$ cat config.mk
export PLATFORM = sky130hd
export DESIGN_NAME = phc_quad_compare
export DESIGN_NICKNAME = d
export VERILOG_FILES = /design/src/rtl/phc_pkg.sv /design/src/rtl/phc_prescale.sv /design/src/rtl/phc_quarter.sv /design/src/rtl/phc_duty_meter.sv /design/src/rtl/phc_quad_compare.sv
export SDC_FILE = /design/constraint.sdc
export NUM_CORES = 1
export LEC_CHECK = 0
export BUFFER_PORTS_ARGS = -buffer_cell sky130_fd_sc_hd__clkbuf_2
export CELL_PAD_IN_SITES_DETAIL_PLACEMENT = 0
export CELL_PAD_IN_SITES_GLOBAL_PLACEMENT = 2
export CORE_ASPECT_RATIO = 0.7
export CORE_MARGIN = 1.5
export CORE_UTILIZATION = 39
export CTS_BUF_LIST = sky130_fd_sc_hd__clkbuf_8 sky130_fd_sc_hd__clkbuf_16
export CTS_CLUSTER_SIZE = 12
export DETAILED_ROUTE_END_ITERATION = 8
export GPL_TIMING_DRIVEN = 0
export MAX_ROUTING_LAYER = met4
export PLACE_DENSITY_LB_ADDON = 0.1
export SYNTH_ARGS = -nofsm -noshare
export SYNTH_HDL_FRONTEND = slang
export SYNTH_HIERARCHICAL = 1
export SYNTH_SLANG_ARGS = --single-unit
export TNS_END_PERCENT = 20
$ cat constraint.sdc
create_clock -name clk_i -period 5.3 [get_ports clk_i]
set_input_delay 1.06 -clock clk_i [delete_from_list [all_inputs] [get_ports clk_i]]
set_output_delay 1.06 -clock clk_i [all_outputs]
set_load 0.02 [all_outputs]
$ cat src/rtl/phc_pkg.sv
package phc_pkg;
  localparam int unsigned NUM_CH = 2;
  localparam int unsigned CH_A   = 0;
  localparam int unsigned CH_B   = 1;

  typedef enum logic {
    SEL_DIRECT = 1'b0,
    SEL_CROSS  = 1'b1
  } sel_e;
endpackage

$ cat src/rtl/phc_prescale.sv
module phc_prescale #(
  parameter int unsigned PRE_W  = 4,
  parameter int unsigned SYNC_N = 2
) (
  input  logic             clk_i,
  input  logic             rst_ni,
  input  logic             ref_i,
  input  logic [PRE_W-1:0] ratio_i,
  output logic             step_o
);
  localparam int unsigned SH_W = SYNC_N + 1;

  logic [SH_W-1:0]  sh_q;
  logic [PRE_W-1:0] cnt_q;
  logic             rise;
  logic             bypass;
  logic             last;

  always_ff @(posedge clk_i or negedge rst_ni) begin
    if (!rst_ni) sh_q <= '0;
    else         sh_q <= {sh_q[SH_W-2:0], ref_i};
  end

  assign rise   = sh_q[SH_W-2] & ~sh_q[SH_W-1];
  assign bypass = (ratio_i <= PRE_W'(1));
  assign last   = bypass || (cnt_q >= ratio_i - PRE_W'(1));
  assign step_o = rise & last;

  always_ff @(posedge clk_i or negedge rst_ni) begin
    if (!rst_ni)   cnt_q <= '0;
    else if (rise) cnt_q <= last ? '0 : cnt_q + PRE_W'(1);
  end


  bypass_step_chk: assert property (@(posedge clk_i) disable iff (!rst_ni)
    (rise && bypass) |-> step_o);
endmodule

$ cat src/rtl/phc_quarter.sv
module phc_quarter (
  input  logic clk_i,
  input  logic rst_ni,
  input  logic step_i,
  output logic ph_i_o,
  output logic ph_q_o
);
  // two-flop twisted ring: 00 -> 10 -> 11 -> 01
  always_ff @(posedge clk_i or negedge rst_ni) begin
    if (!rst_ni) begin
      ph_i_o <= 1'b0;
      ph_q_o <= 1'b0;
    end else if (step_i) begin
      ph_i_o <= ~ph_q_o;
      ph_q_o <= ph_i_o;
    end
  end


  one_bit_move_chk: assert property (@(posedge clk_i) disable iff (!rst_ni)
    step_i |=> $countones({ph_i_o, ph_q_o} ^ $past({ph_i_o, ph_q_o})) == 1);

  hold_no_step_chk: assert property (@(posedge clk_i) disable iff (!rst_ni)
    !step_i |=> $stable({ph_i_o, ph_q_o}));
endmodule

$ cat src/rtl/phc_duty_meter.sv
module phc_duty_meter
  import phc_pkg::*;
#(
  parameter int unsigned CNT_W = 16,
  parameter int unsigned WIN_W = 8
) (
  input  logic             clk_i,
  input  logic             rst_ni,
  input  logic             ref_ph_i,
  input  logic             xor_dir_i,
  input  logic             xor_crs_i,
  input  logic [WIN_W-1:0] win_i,
  output logic [CNT_W-1:0] cnt_dir_o,
  output logic [CNT_W-1:0] cnt_crs_o,
  output sel_e             sel_o,
  output logic             valid_o
);
  logic             ph_d_q;
  logic             armed_q;
  logic [WIN_W-1:0] per_q;
  logic [CNT_W-1:0] acc_dir_q, acc_crs_q, tot_q;
  logic [WIN_W-1:0] win_last;
  logic             bound, close_win, restart;
  logic [CNT_W-1:0] half, dist_dir, dist_crs;

  assign bound     = ref_ph_i & ~ph_d_q;
  assign win_last  = (win_i == '0) ? '0 : win_i - WIN_W'(1);
  assign close_win = bound && armed_q && (per_q == win_last);
  assign restart   = bound && (!armed_q || per_q == win_last);

  assign half     = tot_q >> 1;
  assign dist_dir = (acc_dir_q >= half) ? acc_dir_q - half : half - acc_dir_q;
  assign dist_crs = (acc_crs_q >= half) ? acc_crs_q - half : half - acc_crs_q;

  always_ff @(posedge clk_i or negedge rst_ni) begin
    if (!rst_ni) begin
      ph_d_q    <= 1'b0;
      armed_q   <= 1'b0;
      per_q     <= '0;
      acc_dir_q <= '0;
      acc_crs_q <= '0;
      tot_q     <= '0;
    end else begin
      ph_d_q <= ref_ph_i;
      if (bound) armed_q <= 1'b1;
      if (restart) begin
        per_q     <= '0;
        acc_dir_q <= CNT_W'(xor_dir_i);
        acc_crs_q <= CNT_W'(xor_crs_i);
        tot_q     <= CNT_W'(1);
      end else if (armed_q) begin
        if (bound) per_q <= per_q + WIN_W'(1);
        acc_dir_q <= acc_dir_q + CNT_W'(xor_dir_i);
        acc_crs_q <= acc_crs_q + CNT_W'(xor_crs_i);
        tot_q     <= tot_q + CNT_W'(1);
      end
    end
  end

  always_ff @(posedge clk_i or negedge rst_ni) begin
    if (!rst_ni) begin
      cnt_dir_o <= '0;
      cnt_crs_o <= '0;
      sel_o     <= SEL_DIRECT;
      valid_o   <= 1'b0;
    end else begin
      valid_o <= close_win;
      if (close_win) begin
        cnt_dir_o <= acc_dir_q;
        cnt_crs_o <= acc_crs_q;
        sel_o     <= (dist_crs < dist_dir) ? SEL_CROSS : SEL_DIRECT;
      end
    end
  end


  single_pulse_chk: assert property (@(posedge clk_i) disable iff (!rst_ni)
    valid_o |=> !valid_o);

  dir_in_window_chk: assert property (@(posedge clk_i) disable iff (!rst_ni)
    acc_dir_q <= tot_q);

  crs_in_window_chk: assert property (@(posedge clk_i) disable iff (!rst_ni)
    acc_crs_q <= tot_q);

  hold_result_chk: assert property (@(posedge clk_i) disable iff (!rst_ni)
    !valid_o |-> $stable({cnt_dir_o, cnt_crs_o, sel_o}) || $past(!rst_ni));
endmodule

$ cat src/rtl/phc_quad_compare.sv
module phc_quad_compare
  import phc_pkg::*;
#(
  parameter int unsigned PRE_W  = 4,
  parameter int unsigned WIN_W  = 8,
  parameter int unsigned CNT_W  = 16,
  parameter int unsigned SYNC_N = 2
) (
  input  logic             clk_i,
  input  logic             rst_ni,
  input  logic             ref_a_i,
  input  logic             ref_b_i,
  input  logic [PRE_W-1:0] pre_a_i,
  input  logic [PRE_W-1:0] pre_b_i,
  input  logic [WIN_W-1:0] win_i,
  output logic [CNT_W-1:0] cnt_direct_o,
  output logic [CNT_W-1:0] cnt_cross_o,
  output logic             sel_cross_o,
  output logic             valid_o
);
  logic [NUM_CH-1:0] ref_v, step_v, ph_i_v, ph_q_v;
  logic [PRE_W-1:0]  ratio_v [NUM_CH];
  sel_e              sel;

  assign ref_v[CH_A]   = ref_a_i;
  assign ref_v[CH_B]   = ref_b_i;
  assign ratio_v[CH_A] = pre_a_i;
  assign ratio_v[CH_B] = pre_b_i;

  for (genvar c = 0; c < NUM_CH; c++) begin : g_ch
    phc_prescale #(.PRE_W(PRE_W), .SYNC_N(SYNC_N)) u_pre (
      .clk_i  (clk_i),
      .rst_ni (rst_ni),
      .ref_i  (ref_v[c]),
      .ratio_i(ratio_v[c]),
      .step_o (step_v[c])
    );
    phc_quarter u_div (
      .clk_i  (clk_i),
      .rst_ni (rst_ni),
      .step_i (step_v[c]),
      .ph_i_o (ph_i_v[c]),
      .ph_q_o (ph_q_v[c])
    );
  end

  phc_duty_meter #(.CNT_W(CNT_W), .WIN_W(WIN_W)) u_meter (
    .clk_i    (clk_i),
    .rst_ni   (rst_ni),
    .ref_ph_i (ph_i_v[CH_A]),
    .xor_dir_i(ph_i_v[CH_A] ^ ph_i_v[CH_B]),
    .xor_crs_i(ph_i_v[CH_A] ^ ph_q_v[CH_B]),
    .win_i    (win_i),
    .cnt_dir_o(cnt_direct_o),
    .cnt_crs_o(cnt_cross_o),
    .sel_o    (sel),
    .valid_o  (valid_o)
  );

  assign sel_cross_o = (sel == SEL_CROSS);


  reset_quiet_chk: assert property (@(posedge clk_i)
    !rst_ni |-> !valid_o && cnt_direct_o == '0 && cnt_cross_o == '0);
endmodule

==> metrics.log, run 1 <==
INFO  metric synth_cell_type_count = between 60 and 70
INFO  metric drv_cap = 0
INFO  metric synth_flop_cell = dfrtp_1
INFO  metric post_dp_hpwl = between 15000 and 20000 um
INFO  metric timing.final.crit_period = a little under 5 ns
INFO  metric pin_count = between 50 and 60
INFO  metric setup_ws = about 0.44 ns
INFO  metric cp_slowest_cell = dfrtp_2
INFO  metric number_of_antenna_violations_at_the_first_check_in_global_routing = 0
INFO  metric setup_repair_after_global_routing_missed_its_margin = no
INFO  metric tritoncts_buffers = 9
INFO  metric nets = 1136
INFO  metric drcViolationCount = 0
INFO  metric timing.critical_path.required = 5.59 ns
INFO  metric initial_core_util = 0.400
INFO  metric timing.critical_path.cells = inv_1 -> fa_1 -> a211oi_1 -> o211a_1 -> nor3_1 -> nor3b_1 -> o21ai_1 -> a211oi_4 -> buf_4 -> mux2i_1 -> xor2_1 -> ha_1 -> a21o_1 -> a21o_1 -> a21oi_1 -> nor2_1 -> a211oi_1 -> o31ai_1 -> o21ai_0
INFO  metric route.detailed.vias_per_inst = 5.13
INFO  metric port_buffers = 53
INFO  metric report.final.setup_viol = 0
INFO  metric final-max-slew-violation-count = 0
INFO  metric regToRegSetupSlack = roughly 0.44 ns
INFO  metric grt_start_max_net_pins = 81
INFO  metric grt_pass1_wl = ~37000 um
INFO  metric kind_of_cell_adding_the_most_delay_to_the_critical_path = compound AO/OA/AOI/OAI gates
INFO  metric p_leak = between 4 and 5 nW
INFO  metric antenna_cells = 0
INFO  metric timing.fmax = around 210 MHz
INFO  metric totalPowerFinal = 6.61 mW
INFO  metric htree_levels = 3
INFO  metric synth_top_area_cell = dfrtp_1
INFO  metric pre_cts_ws = ~0.27 ns
INFO  metric tightestPinTransition = approximately 0.85 ns
INFO  metric synth.yosys.warnings = 6
INFO  metric drt_pass1_iterations = 5
INFO  metric dr_total_vias = between 6000 and 7000
INFO  metric max_stage_delay = 0.49 ns
INFO  metric synth_fp_nets = 1071
INFO  metric max-clock-path-buffers = 2
INFO  metric grt_remaining_overflow = 0
INFO  metric synth_area_per_cell = between 8 and 9 um2
INFO  metric cts_hold_buf = 0
INFO  metric grt_usage = 0.222
INFO  metric worstSetupEndpointType = register
INFO  metric postSynthRegisterBits = 110
INFO  metric headroom_to_the_max_slew_limit = 0.430
INFO  metric launching_element_type_of_the_critical_path = register
INFO  metric core_area = around 21000 um2
INFO  metric chipHeight = 126 um
INFO  metric synthesis.area = between 8000 and 9000 um2
INFO  metric final.period_utilization = 0.917
INFO  metric run_status = finished clean
INFO  metric maximum_resistive_drop_on_vdd = roughly 0.00027 V
INFO  metric post-cts-setup-buffer-count = 0
INFO  metric placementRows = 44
INFO  metric ranking_of_synthesized_cells_by_instance_count = 110 x dfrtp_1, 96 x ha_1, 87 x nand2_1
INFO  metric clk_transition_reported_paths = around 0.08 ns
INFO  metric cts.repair.resized = 0
INFO  metric yosysMostFrequentCell = dfrtp_1
INFO  metric asyncSetResetFlopFracSynth = 1.00
INFO  metric fin_setup_tns = 0 ns
INFO  metric power-per-cell-area = around 710 nW/um2
INFO  metric postRouteWirelength = between 20000 and 25000 um
INFO  metric clockRootBuffer = clkbuf_16
INFO  metric clock_insertion_delay_worst_skew = roughly 0.38 ns
INFO  metric hold_class = register to register
INFO  metric gpl.final_weighted_congestion = 0.856
INFO  metric detail_route.iter0.violations = around 460
INFO  metric worst_clock_skew = around 0.014 ns
INFO  metric avgRoutedWirePerCell = ~17 um
INFO  metric total_die_area = between 20000 and 25000 um2
INFO  metric cp.arrival = 5.15 ns
INFO  metric cts.sink_count = 110
INFO  metric post_route_cells_drive_above_1_share = 0.101
INFO  metric final-hold-violation-count = 0
INFO  metric criticalPathCategory = register to register
INFO  metric path_max_fanout = 10
INFO  metric synth_top_area_share = 0.329
INFO  metric layout-area-overhead-vs-synth = 11.6%
INFO  metric tritoncts = yes
INFO  metric post_synth_main_area_contributors = dfrtp_1 33%, ha_1 14%, xnor2_1 7.1%
INFO  metric synth.yosys.seq_area_share = 0.329
INFO  metric cp.buffers_inverters = 2
INFO  metric vias_in_the_first_global_route = approximately 6400
INFO  metric number_of_enable_flip_flop_cells_after_synthesis = 0
INFO  metric fp.dieW = approximately 180 um
INFO  metric antenna_left = 0
INFO  metric syn_inst = 951
==> cells in the final DEF (no fill, tap or decap), types with 7 or more instances in the layout <==
cell type,count
a211oi_1,7
a21o_1,37
a21oi_1,57
a31oi_1,7
and3_1,7
buf_2,7
clkbuf_1,20
clkbuf_16,9
clkbuf_2,52
dfrtp_1,109
ha_1,96
inv_1,80
mux2i_1,21
nand2_1,87
nand2b_1,14
nand3_1,23
nand4_1,15
nor2_1,81
nor2b_1,9
nor3_1,21
nor4_1,8
o21a_1,7
o21ai_0,39
o21ai_1,21
xnor2_1,68
xor2_1,16
==> per-stage QoR <==
stage          area, um2  std cells   util  hold WS [ns]
6_report            9350       1297  0.447         0.356
3_3_place_gp        8990       1280  0.430         0.333
5_1_grt             9350       1297  0.447         0.380
4_1_cts             9340       1297  0.447         0.361
2_1_floorplan       8380        951      -         0.331
3_5_place_dp        9020       1281  0.431         0.337
==> flip-flops by register name (all words and copies together) (netlist names) <==
signal             cells
u_meter/acc_dir_q     16
u_meter/cnt_crs_o     16
g_ch.u_pre/sh_q        6
u_meter/cnt_dir_o     16
u_meter/sel_o          1
g_ch.u_pre/cnt_q       8
u_meter/acc_crs_q     16
u_meter/ph_d_q         1
g_ch.u_div/ph_q_o      2
u_meter/valid_o        1
g_ch.u_div/ph_i_o      2
u_meter/tot_q         16
u_meter/armed_q        1
u_meter/per_q          8
==> power breakdown <==
| part | internal [mW] | total (mW) | switching [mW] |
|---|---|---|---|
| sequential | 1.00 | 1.22 | 0.220 |
| combinational | 2.07 | 4.63 | 2.56 |
| clock | 0.417 | 0.757 | 0.340 |
| total | 3.48 | 6.61 | 3.12 |
==> layer usage <==
| metal | share of wire | GRT usage | wire (um) | vias to the layer above |
|---|---|---|---|---|
| li1 | - | - | - | 3440 |
| met2 | 0.36 | 0.271 | 8020 | 118 |
| met4 | 0.0053 | 0.0371 | 120 | 0 |
| met3 | 0.039 | 0.0347 | 865 | 8 |
| met1 | 0.60 | 0.370 | 13400 | 3086 |
| met5 | 0 | - | 0 | - |
==> path summary, 6_finish.rpt <==
path | startpoint | endpoint | cells past startpoint
setup / recovery | u_meter/tot_q[2] | u_meter/sel_o | 19
hold / removal | g_ch[0].u_pre/sh_q[0] | g_ch[0].u_pre/sh_q[1] | 0
setup reg to reg | u_meter/tot_q[2] | u_meter/sel_o | 19
hold reg to reg | g_ch[0].u_pre/sh_q[0] | g_ch[0].u_pre/sh_q[1] | 0
max in group asynchronous | rst_ni | u_meter/acc_dir_q[2] | 2
min in group asynchronous | rst_ni | u_meter/acc_crs_q[7] | 1
==> worst reg2reg max path, delay by kind of cell, from the launching register on <==
family                   cells  cell delay, ns
AND/OR/NAND/NOR              3            0.41
AO/OA/AOI/OAI               10            2.14
adder cells (fa/ha/maj)      2            0.77
multiplexers                 1            0.24
XOR/XNOR                     1            0.21
flip-flops                   1            0.49
buffers and inverters        2            0.52
==> cells by family after synthesis <==
| logic type | count (synthesis) | share of synthesized area |
|---|---|---|
| and+or+nand+nor | 294 | 0.169 |
| AOI/OAI and AO/OA | 228 | 0.179 |
| buffers and inverters | 111 | 0.0521 |
| muxes | 24 | 0.0300 |
| DFF | 110 | 0.329 |
| xor gates and xnor gates | 84 | 0.0878 |
| adders and majority gates | 100 | 0.153 |
==> final cells by class <==
type	count	area (um2)
plain buffers	31	136
repair buffers	54	302
well taps	276	345
inverters	80	300
clock buffers	9	225
clock inverters	7	96.3
multi-input cells	730	5190
flip-flops and latches	110	2750
fillers	2123	11600
Note: power is estimated with default switching activity, not from simulation.
==> run 2: changes to the inputs <==
--- a/config.mk
+++ b/config.mk
@@ -5,12 +5,13 @@
 export SDC_FILE = /design/constraint.sdc
 export NUM_CORES = 1
 export LEC_CHECK = 0
+export ABC_AREA = 1
 export BUFFER_PORTS_ARGS = -buffer_cell sky130_fd_sc_hd__clkbuf_2
 export CELL_PAD_IN_SITES_DETAIL_PLACEMENT = 0
 export CELL_PAD_IN_SITES_GLOBAL_PLACEMENT = 2
 export CORE_ASPECT_RATIO = 0.7
 export CORE_MARGIN = 1.5
-export CORE_UTILIZATION = 39
+export CORE_UTILIZATION = 36
 export CTS_BUF_LIST = sky130_fd_sc_hd__clkbuf_8 sky130_fd_sc_hd__clkbuf_16
 export CTS_CLUSTER_SIZE = 12
 export DETAILED_ROUTE_END_ITERATION = 8
==> metrics.log, run 2 <==
INFO  metric max_stage_delay = 0.59 ns (+0.10 ns)
INFO  metric timing.fmax = 251 MHz (+22%)
INFO  metric pin_count = 54 (unchanged)
INFO  metric synth_top_area_share = 0.311 (-0.0172)
INFO  metric post_synth_main_area_contributors = dfrtp_1 31%, ha_1 14%, nand2_1 13%
INFO  metric synth_top_area_cell = dfrtp_1
INFO  metric path_max_fanout = 10 (unchanged)
INFO  metric total_die_area = 25500 um2 (+14%)
INFO  metric seq_power_share = 0.181 (-0.004)
INFO  metric port_buffers = 53 (unchanged)
INFO  metric pwr-share-comb = 0.713 (+0.012)
INFO  metric vias_in_the_first_global_route = 7369 (+14%)
INFO  metric run_status = finished clean
INFO  metric synth_cell_type_count = 43 (-35%)
INFO  metric final.period_utilization = 0.751 (-0.166)
INFO  metric grt_pass1_wl = 42100 um (+15%)
INFO  metric tritoncts = yes
INFO  metric fin_setup_tns = 0 ns (unchanged)
INFO  metric avgRoutedWirePerCell = 16.7 um (-3.2%)
INFO  metric clk_transition_reported_paths = 0.07 ns (about the same)
INFO  metric setup_repair_after_global_routing_missed_its_margin = no
INFO  metric p_leak = 5.11 nW (+13%)
INFO  metric cts.sink_count = 110 (unchanged)
INFO  metric post-cts-setup-buffer-count = 0 (unchanged)
INFO  metric criticalPathCategory = register to register
INFO  metric synth_flop_cell = dfrtp_1
INFO  metric hold_class = register to register
INFO  metric power-per-cell-area = 680 nW/um2 (-3.8%)
INFO  metric detail_route.iter0.violations = 711 (+56%)
INFO  metric clock_insertion_delay_worst_skew = 0.38 ns (about the same)
INFO  metric cts_hold_buf = 0 (unchanged)
INFO  metric synth_compound_area_frac = 0.138 (-0.0415)
INFO  metric number_of_enable_flip_flop_cells_after_synthesis = 0 (unchanged)
INFO  metric fin_hold_ws = 0.359 ns (+0.00225 ns)
INFO  metric mostFrequentLayoutCell = nand2_1
INFO  metric antenna_cells = 0 (unchanged)
INFO  metric post_route_cells_drive_above_1_share = 0.112 (+0.0113)
INFO  metric cp_slowest_cell = dfrtp_1
INFO  metric postRouteWirelength = 26700 um (+19%)
INFO  metric drv_cap = 0 (unchanged)
INFO  metric report.final.setup_viol = 0 (unchanged)
INFO  metric fp.dieW = 190 um (+6.8%)
INFO  metric antenna_left = 0 (unchanged)
INFO  metric htree_levels = 3 (unchanged)
INFO  metric synthAdderAreaFrac = 0.145 (-0.00801)
INFO  metric power_switching = 3.55 mW (+14%)
INFO  metric layout-area-overhead-vs-synth = 11.3%
INFO  metric maximum_resistive_drop_on_vdd = 0.000337 V (+27%)
INFO  metric core_area = 23900 um2 (+14%)
INFO  metric timing.critical_path.cells = inv_1 -> fa_1 -> nand2_1 -> nand2_1 -> nand2_1 -> nand2_1 -> nand2_1 -> nand3_2 -> inv_2 -> buf_2 -> nand2_1 -> nand2_1 -> xnor2_1 -> inv_1 -> ha_1 -> a21oi_1 -> nor2_1 -> a211oi_1 -> o221ai_1 -> a21oi_1 -> nand2_1 -> nand2_1
INFO  metric fillerInstances = 2622 (+24%)
INFO  metric dr_total_vias = 7880 (+18%)
INFO  metric postSynthRegisterBits = 110 (unchanged)
INFO  metric grt_remaining_overflow = 0 (unchanged)
INFO  metric most_common_cell_on_crit_path = nand2_1
INFO  metric timing.final.crit_period = 3.98 ns (-0.882 ns)
INFO  metric gpl.final_weighted_congestion = 0.871 (+1.8%)
INFO  metric pwr-share-clk = 0.107 (-0.008)
INFO  metric cell_internal_pwr = 3.14 mW (-9.8%)
INFO  metric ranking_of_synthesized_cells_by_instance_count = 316 x nand2_1, 148 x inv_1, 110 x dfrtp_1
INFO  metric cp.arrival = 4.28 ns (-0.87 ns)
INFO  metric grt_usage = 0.225 (+0.00315)
INFO  metric synth_area_per_cell = 7.33 um2 (-17%)
INFO  metric nets = 1390 (+22%)
INFO  metric tritoncts_buffers = 9 (unchanged)
INFO  metric synth_xor_area_frac = 0.0565 (-0.0314)
INFO  metric timing.critical_path.required = 5.61 ns (+0.02 ns)
INFO  metric max-clock-path-buffers = 2 (unchanged)
INFO  metric power.share.switching = 0.530 (+0.0575)
INFO  metric placementRows = 47 (+6.8%)
INFO  metric worstSetupEndpointType = register
INFO  metric asyncSetResetFlopFracSynth = 1.00 (unchanged)
INFO  metric drcViolationCount = 0 (unchanged)
INFO  metric initial_core_util = 0.370 (-0.0302)
INFO  metric launching_element_type_of_the_critical_path = register
INFO  metric chipHeight = 134 um (+6.8%)
INFO  metric headroom_to_the_max_slew_limit = 0.632 (+0.202)
INFO  metric final-hold-violation-count = 0 (unchanged)
INFO  metric most-common-layout-cells = 316 x nand2_1, 149 x inv_1, 110 x dfrtp_1
INFO  metric route.detailed.vias_per_inst = 4.95 (-3.6%)
INFO  metric dpl_cell_area = 9540 um2 (+5.7%)
INFO  metric yosys-mux-area-fraction = 0.00340 (-0.0266)
INFO  metric tightestPinTransition = 0.550 ns (-0.299 ns)
INFO  metric post_dp_hpwl = 21400 um (+20%)
INFO  metric number_of_antenna_violations_at_the_first_check_in_global_routing = 0 (unchanged)
INFO  metric cts.repair.resized = 0 (unchanged)
INFO  metric yosysMostFrequentCell = nand2_1
INFO  metric worst_clock_skew = 0.0181 ns (+0.00417 ns)
INFO  metric post_synth_and_or_nand_nor_area_fraction = 0.260 (+0.0907)
INFO  metric clockRootBuffer = clkbuf_16
INFO  metric synthesis.area = 8840 um2 (+5.5%)
INFO  metric grt_start_max_net_pins = 89 (+9.9%)
INFO  metric synth.yosys.seq_area_share = 0.311 (-0.0172)
INFO  metric syn_inst = 1205 (+27%)
INFO  metric drt_pass1_iterations = 5 (unchanged)
INFO  metric fin_area = 9840 um2 (+5.3%)
INFO  metric combinational_family_with_the_most_area_after_synthesis = simple AND/OR/NAND/NOR gates
INFO  metric final-max-slew-violation-count = 0 (unchanged)
INFO  metric synth_fp_nets = 1325 (+24%)
INFO  metric synth.yosys.warnings = 6 (unchanged)
run 2: cell count changes in the layout (fill, tap and decap cells not counted), sizes merged, moves of 28 or more:
cell | previous run | this run
o21ai | 62 | 90
nand2 | 87 | 322
xnor2 | 68 | 15
a21oi | 59 | 93
a21o | 37 | 8
inv | 82 | 155
run 2: routing by layer:
layer	up-vias	track usage	routed length, um	part of all wire
li1	4032	-	-	-
met1	3667	0.368	15400	0.58
met2	164	0.282	9650	0.36
met3	17	0.0332	1340	0.050
met4	0	0.0429	247	0.0093
met5	-	-	0	0
run 2: kinds of logic after synthesis:
| kind of cell | after synthesis |
|---|---|
| AO/OA/AOI/OAI | 211 |
| buffers and inverters | 182 |
| adder cells (fa/ha/maj) | 100 |
| XOR/XNOR | 57 |
| multiplexers | 3 |
| AND/OR/NAND/NOR | 542 |
| flip-flops | 110 |
run 2: layout make-up:
cell class	count	area [um2]	area share
multi-input combinational	913	5320	0.541
sequential	110	2750	0.280
inverter	155	582	0.0591
tap	318	398	0.0404
timing repair buffer	54	302	0.0307
clock buffer	10	239	0.0243
buffer	27	180	0.0183
clock inverter	6	60.1	0.00611
run 2: per-stage QoR:
stage | utilization | total power [mW] | cells | setup slack, ns
3_5_place_dp | 0.399 | 5.93 | 1577 | 1.33
5_1_grt | 0.412 | 7.44 | 1593 | 0.897
4_1_cts | 0.412 | 6.68 | 1593 | 1.30
6_report | 0.412 | 6.69 | 1593 | 1.32
3_3_place_gp | 0.398 | 5.89 | 1576 | 1.32
2_1_floorplan | - | 4.66 | 1205 | 2.20
run 2: final timing paths:
kind	start	end	slack, ns	depth (start not counted)
worst max-delay path	u_meter/tot_q[2]	u_meter/sel_o	1.32	22
worst min-delay path	g_ch[0].u_pre/sh_q[0]	g_ch[0].u_pre/sh_q[1]	0.36	0
worst max register to register	u_meter/tot_q[2]	u_meter/sel_o	1.32	22
worst min register to register	g_ch[0].u_pre/sh_q[0]	g_ch[0].u_pre/sh_q[1]	0.36	0
max in group asynchronous	rst_ni	u_meter/acc_dir_q[15]	4.01	2
min in group asynchronous	rst_ni	u_meter/cnt_crs_o[12]	0.55	1
run 2: power by group through the flow:
stage               clock network (mW)  registers [mW]  logic [mW]
global placement                     0            1.22        4.67
CTS                              0.741            1.21        4.74
finish                           0.714            1.21        4.77
floorplan                            0            1.17        3.49
detailed placement                   0            1.22        4.71
global route                     0.775            1.23        5.43
run 2: worst max-delay path, delay by kind of cell, from the launching register on:
kind | cells | cell delay, ns
AOI/OAI and AO/OA | 4 | 0.61
xor gates and xnor gates | 1 | 0.15
adders and majority gates | 2 | 0.77
buffers and inverters | 4 | 0.70
DFF | 1 | 0.59
and+or+nand+nor | 11 | 1.06
==> run 3: changes to the inputs <==
==> constraint.sdc (replaced) <==
create_clock -name clk_i -period 4.1 [get_ports clk_i]
set_input_delay 0.82 -clock clk_i [delete_from_list [all_inputs] [get_ports clk_i]]
set_output_delay 0.82 -clock clk_i [all_outputs]
set_load 0.02 [all_outputs]
==> metrics.log, run 3 (same netlist as run 2, synthesis figures left out) <==
INFO  metric grt_remaining_overflow = 0 (unchanged)
INFO  metric wl_met2 = 9670 um (+0.19%)
INFO  metric layout-area-overhead-vs-synth = 11.8%
INFO  metric dpl_cell_area = 9540 um2 (unchanged)
INFO  metric placementRows = 47 (unchanged)
INFO  metric clockRootBuffer = clkbuf_16
INFO  metric placed_cells_incl_taps = 1577 (unchanged)
INFO  metric drcViolationCount = 0 (unchanged)
INFO  metric crit-reg2reg-launch = u_meter/acc_crs_q[11]
INFO  metric pre_cts_ws = 0.133 ns (-1.20 ns)
INFO  metric p_leak = 5.12 nW (+0.24%)
INFO  metric maximum_resistive_drop_on_vdd = 0.000433 V (+28%)
INFO  metric fin_area = 9880 um2 (+0.43%)
INFO  metric total_die_area = 25500 um2 (unchanged)
INFO  metric report.final.setup_viol = 0 (unchanged)
INFO  metric post_dp_hpwl = 21400 um (unchanged)
INFO  metric number_of_antenna_violations_at_the_first_check_in_global_routing = 0 (unchanged)
INFO  metric topRoutingLayerUsed = met4
INFO  metric timing.fmax = 264 MHz (+5.1%)
INFO  metric max-clock-path-buffers = 2 (unchanged)
INFO  metric headroom_to_the_max_slew_limit = 0.631 (-0.000710)
INFO  metric grt_start_max_net_pins = 89 (unchanged)
INFO  metric chipHeight = 134 um (unchanged)
INFO  metric met3WireLength = 1180 um (-12%)
INFO  metric setup_repair_after_global_routing_missed_its_margin = no
INFO  metric totalPowerFinal = 8.78 mW (+31%)
INFO  metric grt_usage = 0.225 (unchanged)
INFO  metric tritoncts = yes
INFO  metric fillerInstances = 2621 (-0.038%)
INFO  metric postRouteWirelength = 26700 um (about the same)
INFO  metric drt_pass1_iterations = 7 (+2)
INFO  metric final.period_utilization = 0.923 (+0.172)
INFO  metric fp.dieW = 190 um (unchanged)
INFO  metric antenna_left = 0 (unchanged)
INFO  metric final_util = 0.414 (+0.00178)
INFO  metric worstSetupEndpointType = register
INFO  metric regToRegEndpoint = u_meter/sel_o
INFO  metric avgRoutedWirePerCell = 16.8 um (about the same)
INFO  metric clk_transition_reported_paths = 0.08 ns (about the same)
INFO  metric nets = 1389 (-0.072%)
INFO  metric cts.sink_count = 110 (unchanged)
INFO  metric initial_core_util = 0.370 (unchanged)
INFO  metric final-hold-violation-count = 0 (unchanged)
INFO  metric power-per-cell-area = 889 nW/um2 (+31%)
INFO  metric grt_pass1_wl = 42100 um (unchanged)
INFO  metric setup_ws = 0.317 ns (-1.01 ns)
INFO  metric final-max-slew-violation-count = 0 (unchanged)
INFO  metric cp.arrival = 4.09 ns (-0.19 ns)
INFO  metric most-common-layout-cells = 315 x nand2_1, 149 x inv_1, 109 x dfrtp_1
INFO  metric drv_cap = 0 (unchanged)
INFO  metric hold_class = input pin to async pin
INFO  metric core_area = 23900 um2 (unchanged)
INFO  metric tritoncts_buffers = 9 (unchanged)
INFO  metric path_max_fanout = 10 (unchanged)
INFO  metric dr_total_vias = 7891 (+0.14%)
INFO  metric worst_clock_skew = 0.0154 ns (-0.00270 ns)
INFO  metric pin_count = 54 (unchanged)
INFO  metric fin_setup_tns = 0 ns (unchanged)
INFO  metric fin_hold_ws = 0.318 ns (-0.0411 ns)
INFO  metric launching_element_type_of_the_critical_path = register
INFO  metric wl_met1 = 15600 um (+0.78%)
INFO  metric gpl.final_weighted_congestion = 0.871 (unchanged)
INFO  metric clock_insertion_delay_worst_skew = 0.37 ns (about the same)
INFO  metric detail_route.iter0.violations = 632 (-11%)
INFO  metric criticalPathCategory = register to register
INFO  metric r2r_worst_path_depth = 21 (-4.5%)
INFO  metric route.detailed.vias_per_inst = 4.96 (+0.20%)
INFO  metric timing.final.crit_period = 3.78 ns (-0.195 ns)
INFO  metric htree_levels = 3 (unchanged)
INFO  metric tightestPinTransition = 0.551 ns (+0.00106 ns)
INFO  metric timing.critical_path.required = 4.40 ns (-1.21 ns)
INFO  metric run_status = finished clean
INFO  metric post_route_cells_drive_above_1_share = 0.119 (+0.00715)
INFO  metric cp-startpoint = u_meter/acc_crs_q[11]
INFO  metric regToRegSetupSlack = 0.32 ns (-1.01 ns)
INFO  metric vias_in_the_first_global_route = 7369 (unchanged)
INFO  metric mostFrequentLayoutCell = nand2_1
INFO  metric port_buffers = 53 (unchanged)
INFO  metric layoutNonFillerInstCount = 1592 (-0.063%)
INFO  metric antenna_cells = 0 (unchanged)
[run 3: worst max path at each step]
stage               cells past startpoint       endpoint
global route                           23  u_meter/sel_o
CTS                                    22  u_meter/sel_o
global placement                       22  u_meter/sel_o
floorplan                              23  u_meter/sel_o
detailed placement                     22  u_meter/sel_o
finish                                 21  u_meter/sel_o
[run 3: power by group]
| group | internal [mW] | switching, mW | leakage, nW |
|---|---|---|---|
| logic | 2.36 | 3.93 | 3.52 |
| registers | 1.29 | 0.271 | 1.45 |
| clock network | 0.489 | 0.432 | 0.150 |
| total | 4.15 | 4.63 | 5.12 |
[run 3: final cells by class]
| cell class | count | area [um2] | area share |
|---|---|---|---|
| Buffer | 26 | 179 | 0.0181 |
| Clock buffer | 10 | 239 | 0.0242 |
| Clock inverter | 6 | 60.1 | 0.00608 |
| Inverter | 155 | 586 | 0.0593 |
| Multi-Input combinational cell | 913 | 5360 | 0.543 |
| Sequential cell | 110 | 2750 | 0.279 |
| Tap cell | 318 | 398 | 0.0403 |
| Timing Repair Buffer | 54 | 302 | 0.0305 |
[run 3: timing repair]
action | 4_1_cts | 5_1_grt
gates resized for setup | 0 | 11
setup endpoints to repair | 0 | 1
hold buffers | 0 | 0
setup buffers | 0 | 0
[run 3: layer usage]
metal  global-route usage  vias up
met1                0.368     3668
met4               0.0429        0
met2                0.282      167
met3               0.0332       20
li1                     -     4036
met5                    -        -
[run 3: worst max-delay path, stage by stage (launching register included)]
cell and delay [ns]:
dfrtp_1 0.44, inv_1 0.12, ha_1 0.30, buf_2 0.17
a21oi_1 0.27, o21ai_1 0.16, a21oi_2 0.20, nand3_4 0.16
inv_2 0.08, buf_2 0.24, nand2_1 0.08, nand2_1 0.10
xnor2_1 0.16, inv_1 0.07, ha_1 0.30, a21oi_1 0.13
nor2_1 0.06, a211oi_2 0.14, o221ai_1 0.14, a21oi_1 0.18
nand2_2 0.11, nand2_1 0.08
